<file path="config.mk">
export PLATFORM = sky130hd
export DESIGN_NAME = pmu_evmap
export DESIGN_NICKNAME = d
export VERILOG_FILES = /design/src/rtl/pmu_evmap_pkg.sv /design/src/rtl/pmu_evmap_evdec.sv /design/src/rtl/pmu_evmap_ctrchk.sv /design/src/rtl/pmu_evmap_store.sv /design/src/rtl/pmu_evmap.sv
export SDC_FILE = /design/constraint.sdc
export NUM_CORES = 1
export LEC_CHECK = 0
export ABC_AREA = 1
export BUFFER_PORTS_ARGS = -buffer_cell sky130_fd_sc_hd__buf_2
export CORE_ASPECT_RATIO = 1.4
export CORE_MARGIN = 3
export CORE_UTILIZATION = 40
export CTS_CLUSTER_SIZE = 30
export DETAILED_ROUTE_END_ITERATION = 6
export PLACE_DENSITY = 0.77
export SLEW_MARGIN = 10
export SYNTH_ARGS = -nofsm -noshare
export SYNTH_HDL_FRONTEND = slang
export SYNTH_SLANG_ARGS = --single-unit
</file>
<file path="constraint.sdc">
create_clock -name clk -period 1.65 [get_ports clk]
set_input_delay 0.0825 -clock clk [delete_from_list [all_inputs] [get_ports clk]]
set_output_delay 0.0825 -clock clk [all_outputs]
set_load 0.05 [all_outputs]
</file>
<file path="src/rtl/pmu_evmap_pkg.sv">
package pmu_evmap_pkg;

   localparam int EVT_W     = 20;
   localparam int NSLOT     = 5;
   localparam int FIRST_PRG = 3;

   // slot order: cycles and instructions must be slots 0 and 1 (queried)
   localparam int SLOT_CYC  = 0;
   localparam int SLOT_INS  = 1;
   localparam int SLOT_DRD  = 2;
   localparam int SLOT_DWR  = 3;
   localparam int SLOT_IRD  = 4;

   localparam logic [3:0]  TYPE_HW    = 4'h0;
   localparam logic [3:0]  TYPE_CACHE = 4'h1;
   localparam logic [15:0] HW_CODE_CYC = 16'h0001;
   localparam logic [15:0] HW_CODE_INS = 16'h0002;

   localparam logic [12:0] CID_DTLB = 13'd3;
   localparam logic [12:0] CID_ITLB = 13'd4;
   localparam logic [1:0]  OP_RD    = 2'd0;
   localparam logic [1:0]  OP_WR    = 2'd1;
   localparam logic        RES_MISS = 1'b1;

   localparam int CYC_CTR = 0;
   localparam int INS_CTR = 2;

endpackage

</file>
<file path="src/rtl/pmu_evmap_evdec.sv">
module pmu_evmap_evdec
   import pmu_evmap_pkg::*;
(
   input  logic [EVT_W-1:0] evt,
   output logic [NSLOT-1:0] slot_oh,
   output logic             hit
);
   logic [3:0]  ev_type;
   logic [15:0] ev_code;
   logic [12:0] cache_id;
   logic [1:0]  cache_op;
   logic        cache_res;
   logic        is_hw, is_cache;

   always_comb begin
      ev_type   = evt[19:16];
      ev_code   = evt[15:0];
      cache_id  = ev_code[15:3];
      cache_op  = ev_code[2:1];
      cache_res = ev_code[0];
      is_hw     = (ev_type == TYPE_HW);
      is_cache  = (ev_type == TYPE_CACHE) && (cache_res == RES_MISS);

      slot_oh           = '0;
      slot_oh[SLOT_CYC] = is_hw && (ev_code == HW_CODE_CYC);
      slot_oh[SLOT_INS] = is_hw && (ev_code == HW_CODE_INS);
      slot_oh[SLOT_DRD] = is_cache && (cache_id == CID_DTLB) && (cache_op == OP_RD);
      slot_oh[SLOT_DWR] = is_cache && (cache_id == CID_DTLB) && (cache_op == OP_WR);
      slot_oh[SLOT_IRD] = is_cache && (cache_id == CID_ITLB) && (cache_op == OP_RD);
      hit               = |slot_oh;
   end
endmodule

</file>
<file path="src/rtl/pmu_evmap_ctrchk.sv">
module pmu_evmap_ctrchk #(
   parameter int NUM_CTRS  = 32,
   parameter int FIRST_PRG = 3,
   localparam int CW       = $clog2(NUM_CTRS)
) (
   input  logic [CW-1:0]       ctr,
   input  logic [NUM_CTRS-1:0] avail,
   input  logic [NUM_CTRS-1:0] inhib,
   output logic                valid,
   output logic                enabled
);
   always_comb begin
      valid   = (int'(ctr) >= FIRST_PRG) && (int'(ctr) < NUM_CTRS) && avail[ctr];
      enabled = valid && !inhib[ctr];
   end
endmodule

</file>
<file path="src/rtl/pmu_evmap_store.sv">
module pmu_evmap_store #(
   parameter int NSLOT = 5,
   parameter int CW    = 5
) (
   input  logic                clk,
   input  logic                rst_n,
   input  logic                set_en,
   input  logic [NSLOT-1:0]    set_oh,
   input  logic [CW-1:0]       set_ctr,
   input  logic                clr_en,
   input  logic [CW-1:0]       clr_ctr,
   output logic [NSLOT-1:0]    ent_vld,
   output logic [NSLOT*CW-1:0] ent_ctr
);
   for (genvar s = 0; s < NSLOT; s++) begin : g_slot
      logic          vld_q;
      logic [CW-1:0] ctr_q;
      always_ff @(posedge clk or negedge rst_n) begin
         if (!rst_n) begin
            vld_q <= 1'b0;
            ctr_q <= '0;
         end else if (set_en && set_oh[s]) begin
            vld_q <= 1'b1;
            ctr_q <= set_ctr;
         end else if (clr_en && vld_q && (ctr_q == clr_ctr)) begin
            vld_q <= 1'b0;
            ctr_q <= '0;
         end
      end
      assign ent_vld[s]             = vld_q;
      assign ent_ctr[s*CW +: CW]    = ctr_q;
   end
endmodule

</file>
<file path="src/rtl/pmu_evmap.sv">
module pmu_evmap
   import pmu_evmap_pkg::*;
#(
   parameter int NUM_CTRS = 32,
   parameter int SEL_W    = 64,
   localparam int CW      = $clog2(NUM_CTRS)
) (
   input  logic                clk,
   input  logic                rst_n,
   input  logic [NUM_CTRS-1:0] avail_mask,
   input  logic [NUM_CTRS-1:0] inhibit_mask,
   input  logic                sel_we,
   input  logic [CW-1:0]       sel_ctr,
   input  logic [SEL_W-1:0]    sel_val,
   output logic                wr_ack,
   output logic                wr_err,
   input  logic                evt_vld,
   input  logic [EVT_W-1:0]    evt_code,
   output logic                inc_vld,
   output logic [CW-1:0]       inc_ctr,
   output logic                evt_err,
   input  logic [CW-1:0]       qry_ctr,
   output logic                qry_cyc,
   output logic                qry_ins
);
   if (NUM_CTRS < 4 || NUM_CTRS > 32) begin : g_bad_ctrs
      $error("pmu_evmap: NUM_CTRS must lie in 4..32");
   end
   if (SEL_W < EVT_W) begin : g_bad_sel
      $error("pmu_evmap: SEL_W must hold a full event index");
   end

   logic [NSLOT-1:0]    ent_vld;
   logic [NSLOT*CW-1:0] ent_ctr;

   // ---------------- selector write path ----------------
   logic [NSLOT-1:0] w_oh;
   logic             w_hit, w_ctr_ok, w_ctr_en_unused;
   logic             w_zero, w_dup;
   logic             set_en, clr_en, err_d, ack_d;

   pmu_evmap_evdec w_dec_i (
      .evt     (sel_val[EVT_W-1:0]),
      .slot_oh (w_oh),
      .hit     (w_hit)
   );

   pmu_evmap_ctrchk #(.NUM_CTRS(NUM_CTRS), .FIRST_PRG(FIRST_PRG)) w_chk_i (
      .ctr     (sel_ctr),
      .avail   (avail_mask),
      .inhib   (inhibit_mask),
      .valid   (w_ctr_ok),
      .enabled (w_ctr_en_unused)
   );

   always_comb begin
      w_zero = (sel_val == '0);
      w_dup  = |(w_oh & ent_vld);
      err_d  = sel_we && (!w_ctr_ok || (!w_zero && !w_hit));
      ack_d  = sel_we && !err_d;
      set_en = ack_d && !w_zero && !w_dup;
      clr_en = ack_d && w_zero;
   end

   pmu_evmap_store #(.NSLOT(NSLOT), .CW(CW)) store_i (
      .clk     (clk),
      .rst_n   (rst_n),
      .set_en  (set_en),
      .set_oh  (w_oh),
      .set_ctr (sel_ctr),
      .clr_en  (clr_en),
      .clr_ctr (sel_ctr),
      .ent_vld (ent_vld),
      .ent_ctr (ent_ctr)
   );

   always_ff @(posedge clk or negedge rst_n) begin
      if (!rst_n) begin
         wr_ack <= 1'b0;
         wr_err <= 1'b0;
      end else begin
         wr_ack <= ack_d;
         wr_err <= err_d;
      end
   end

   // ---------------- event lookup path ----------------
   logic [NSLOT-1:0] p_oh;
   logic             p_hit_unused, p_mapped, p_ctr_ok_unused, p_ctr_en, p_live;
   logic [CW-1:0]    p_ctr;

   pmu_evmap_evdec p_dec_i (
      .evt     (evt_code),
      .slot_oh (p_oh),
      .hit     (p_hit_unused)
   );

   always_comb begin
      p_ctr = '0;
      for (int s = 0; s < NSLOT; s++) begin
         if (p_oh[s]) p_ctr = p_ctr | ent_ctr[s*CW +: CW];
      end
      p_mapped = |(p_oh & ent_vld);
   end

   pmu_evmap_ctrchk #(.NUM_CTRS(NUM_CTRS), .FIRST_PRG(FIRST_PRG)) p_chk_i (
      .ctr     (p_ctr),
      .avail   (avail_mask),
      .inhib   (inhibit_mask),
      .valid   (p_ctr_ok_unused),
      .enabled (p_ctr_en)
   );

   always_comb begin
      p_live  = evt_vld && (|avail_mask);
      inc_vld = p_live && p_mapped && p_ctr_en;
      evt_err = p_live && !(p_mapped && p_ctr_en);
      inc_ctr = inc_vld ? p_ctr : '0;
   end

   // ---------------- monitor queries ----------------
   always_comb begin
      qry_cyc = (int'(qry_ctr) == CYC_CTR) ||
                (ent_vld[SLOT_CYC] && (ent_ctr[SLOT_CYC*CW +: CW] == qry_ctr));
      qry_ins = (int'(qry_ctr) == INS_CTR) ||
                (ent_vld[SLOT_INS] && (ent_ctr[SLOT_INS*CW +: CW] == qry_ctr));
   end

endmodule

</file>
==> impl_metrics.toml <==
[cells_and_area]
finalNonFillerCells = 1035
areaGrowthSynthToFinish_pct = 84.25
stdcell_area_mm2 = 0.006764
fill_cells = 643
nets = 1091
drive_gt1_share_pct = 51.29
diodes = 0

[worst_setup_path]
worst-endpoint-required_ns = 1.57
endpoint_kind = "primary output"
path_cells = "buf_2 -> nor2_4 -> nand3_2 -> nor2_2 -> buf_4 -> nand3_1 -> buf_4 -> o22ai_1 -> nor3_2 -> a41oi_2 -> nand4_4 -> nor2_4 -> buf_6"
max_stage_delay_ns = 0.28
arrival_ns = 2.25
crit_type = "input pin to primary output"
slowest_stage = "a41oi_2"
critPathBufInv = 4
worstSetupStartpointType = "input pin"
cp_max_fo = 6
critical_path.top_delay_family = "simple AND/OR/NAND/NOR gates"

[drt]
routed_wl_mm = 17.51
drc = 0
vias = 5862
dr.pass1.iters = 5
via_per_inst = 5.664
drt_iter0_drc = 414
wire_per_inst_um = 16.92
ant_nets = 0

[die]
dieArea_mm2 = 0.01038
die_h_um = 119.4
initial_core_util_pct = 41.91
fp.coreArea_mm2 = 0.008758
std_cell_rows = 40
io_pins = 173
dieWidth_um = 86.97

[synth]
ys_ff_latch = 32
synth_cells = 623
syn_area_mm2 = 0.003671
yosysWarnings = 0
synthesis.nets = 785
synth_area_per_cell_um2 = 5.892
synth_cell_type_count = 40
seq_area_frac_synth_pct = 21.81

[global_routing]
grt_first_pass_wirelength_mm = 26.79
met3_usage_pct = 3.460
grt_pass1_vias = 6061
grt-busiest-layer = "met2"
grt_util_all_layers_pct = 32.22
grt_antenna_before_repair = 0
grt_remaining_overflow = 0
grt_max_degree = 33
met1_usage_pct = 31.21
met2_usage_pct = 59.98

[run_status]
outcome = "finished with violations"
failed_checks = "negative setup slack"

[sta]
rsz0062_at_grt = "true"
final-setup-viol-count = 39
relSlewSlack_pct = 48.70
fmax_mhz = 429.0
tightest_slew_ns = 0.7696
finClkSkew_ns = 0.006401
finalWorstSetupSlack_ns = -0.6810
hold_violations = 0
slew_viol_final = 0
timing.final.crit_period_ns = 2.331
fin_crit_sh_pct = 141.3

[pwr]
finalPower_mw = 2.430
p_leak_nw = 3.314
ir_drop_uv = 307.7
p_per_area_mw_per_mm2 = 359.2

[hold_path]
hold_path.class = "input pin to flip-flop"

[clock_tree]
cts_root_buffer = "clkbuf_16"
cts_tree = "built"
clockBufferDepth = 2
clock_latency_ns = 0.28
cts-htree-levels = 2
clkTransAtPathRegs_ns = 0.05
cts_made_buffers = 5
clock-sinks = 32

[placement]
gp_congestion = 0.9999
dpl.hpwl_mm = 13.10
dp.cells = 1008
dpl_cell_area_mm2 = 0.005966
port_buffers = 172

[job]
max-cap-violations = 0
[cell type report]
cell class,count,area (µm²),area share (%)
multi-input cells,483,3168,46.84
repair buffers,316,2161,31.95
flip-flops and latches,32,800.8,11.84
inverters,91,354.1,5.235
clock buffers,6,138.9,2.053
well taps,105,131.4,1.942
clock inverters,2,10.01,0.1480
[layout by cell type (no fill, tap or decap), types with 9 or more instances in the layout]
| master | Yosys | layout |
|---|---|---|
| nor2_4 | 3 | 18 |
| dfrtp_1 | 32 | 32 |
| nand3_1 | 122 | 56 |
| nand3_4 | 0 | 10 |
| nor4_1 | 17 | 12 |
| buf_2 | 6 | 159 |
| a21oi_1 | 20 | 20 |
| nor2_1 | 94 | 73 |
| nand4_1 | 10 | 10 |
| o21ai_0 | 26 | 25 |
| nand3_2 | 3 | 59 |
| inv_1 | 85 | 82 |
| buf_6 | 6 | 25 |
| o22ai_1 | 11 | 9 |
| nand2_2 | 4 | 15 |
| nand2_1 | 121 | 109 |
| nor2_2 | 4 | 10 |
| buf_4 | 2 | 122 |
[registers in the layout (all words and copies together), names as in the netlist]
name,flops
wr_err,1
store_i.g_slot.ctr_q,25
wr_ack,1
store_i.g_slot.vld_q,5
[routing by layer]
| layer | vias up | part of all wire (%) |
|---|---|---|
| met5 | - | 0 |
| met4 | 0 | 6.8 |
| met3 | 92 | 6.9 |
| met2 | 343 | 53 |
| met1 | 2714 | 33 |
| li1 | 2713 | - |
[Yosys cell counts, drive strengths merged]
cell	count	area, µm²
nand2	126	490.5
nand3	125	640.6
nor2	101	411.6
inv	90	337.8
dfrtp	32	800.8
o21ai	28	140.1
a21oi	20	100.1
nor4	19	140.1
buf	14	112.6
nand4	12	87.58
o22ai	11	68.82
nor3	8	56.31
o2111ai	7	61.31
a221oi	5	43.79
xor2	5	43.79
a211oi	4	30.03
clkbuf	4	15.01
xnor2	3	26.28
or4	2	15.01
a2111oi	1	8.760
a41oi	1	8.760
and2	1	6.260
clkinv	1	3.750
nand3b	1	7.510
nor2b	1	6.260
o21bai	1	7.510
[cells by family (layout without fill, tap and decap cells)]
kind of cell,after synthesis,after routing,synth area share (%)
AO/OA/AOI/OAI,78,78,12.78
XOR/XNOR,8,8,1.909
buffers and inverters,109,415,12.78
flip-flops,32,32,21.81
AND/OR/NAND/NOR,396,397,50.72
[per-stage QoR]
stage          setup slack [ns]  hold slack [ns]  util [%]  TNS (ns)
2_1_floorplan           -0.3207          -0.2131         -    -6.613
3_3_place_gp            -0.7325           0.1765     68.11    -17.02
3_5_place_dp            -0.7790           0.1825     68.11    -19.03
4_1_cts                 -0.6347          0.08948     75.59    -11.70
5_1_grt                 -0.8322           0.1082     77.23    -13.86
6_report                -0.6810          0.09485     77.23    -9.149
[tightest hold or removal path, cell delays in order]
cell    delay [ns]
buf_2         0.07
inv_1         0.06
nor2_1        0.11
[report_power, final]
group          leakage [nW]  switching (mW)  internal (mW)  total [mW]
combinational          2.79           0.385          0.327       0.712
sequential            0.445        0.000357          0.787       0.787
clock                0.0766           0.336          0.594       0.930
total                  3.31           0.722           1.71        2.43
[final timing paths]
check,slack [ns],endpoint,startpoint,cells past startpoint
setup / recovery,-0.68,inc_ctr[4],evt_code[1],13
hold / removal,0.09,wr_err,sel_we,3
setup reg to reg,-0.26,store_i.g_slot[1].ctr_q[1],store_i.g_slot[1].ctr_q[3],9
hold reg to reg,0.49,store_i.g_slot[3].vld_q,store_i.g_slot[3].vld_q,2
max in group asynchronous,0.73,store_i.g_slot[1].ctr_q[4],rst_n,2
min in group asynchronous,0.42,store_i.g_slot[3].ctr_q[3],rst_n,2
[timing repair]
item	in CTS	in global routing
buffers inserted	13	8
gates cloned	3	0
endpoints found under the hold margin	32	0
gates resized for setup	76	44
hold buffers	1	0
setup endpoints to repair	39	40
pin swaps	53	33
Power figures use the tool's default switching activity.
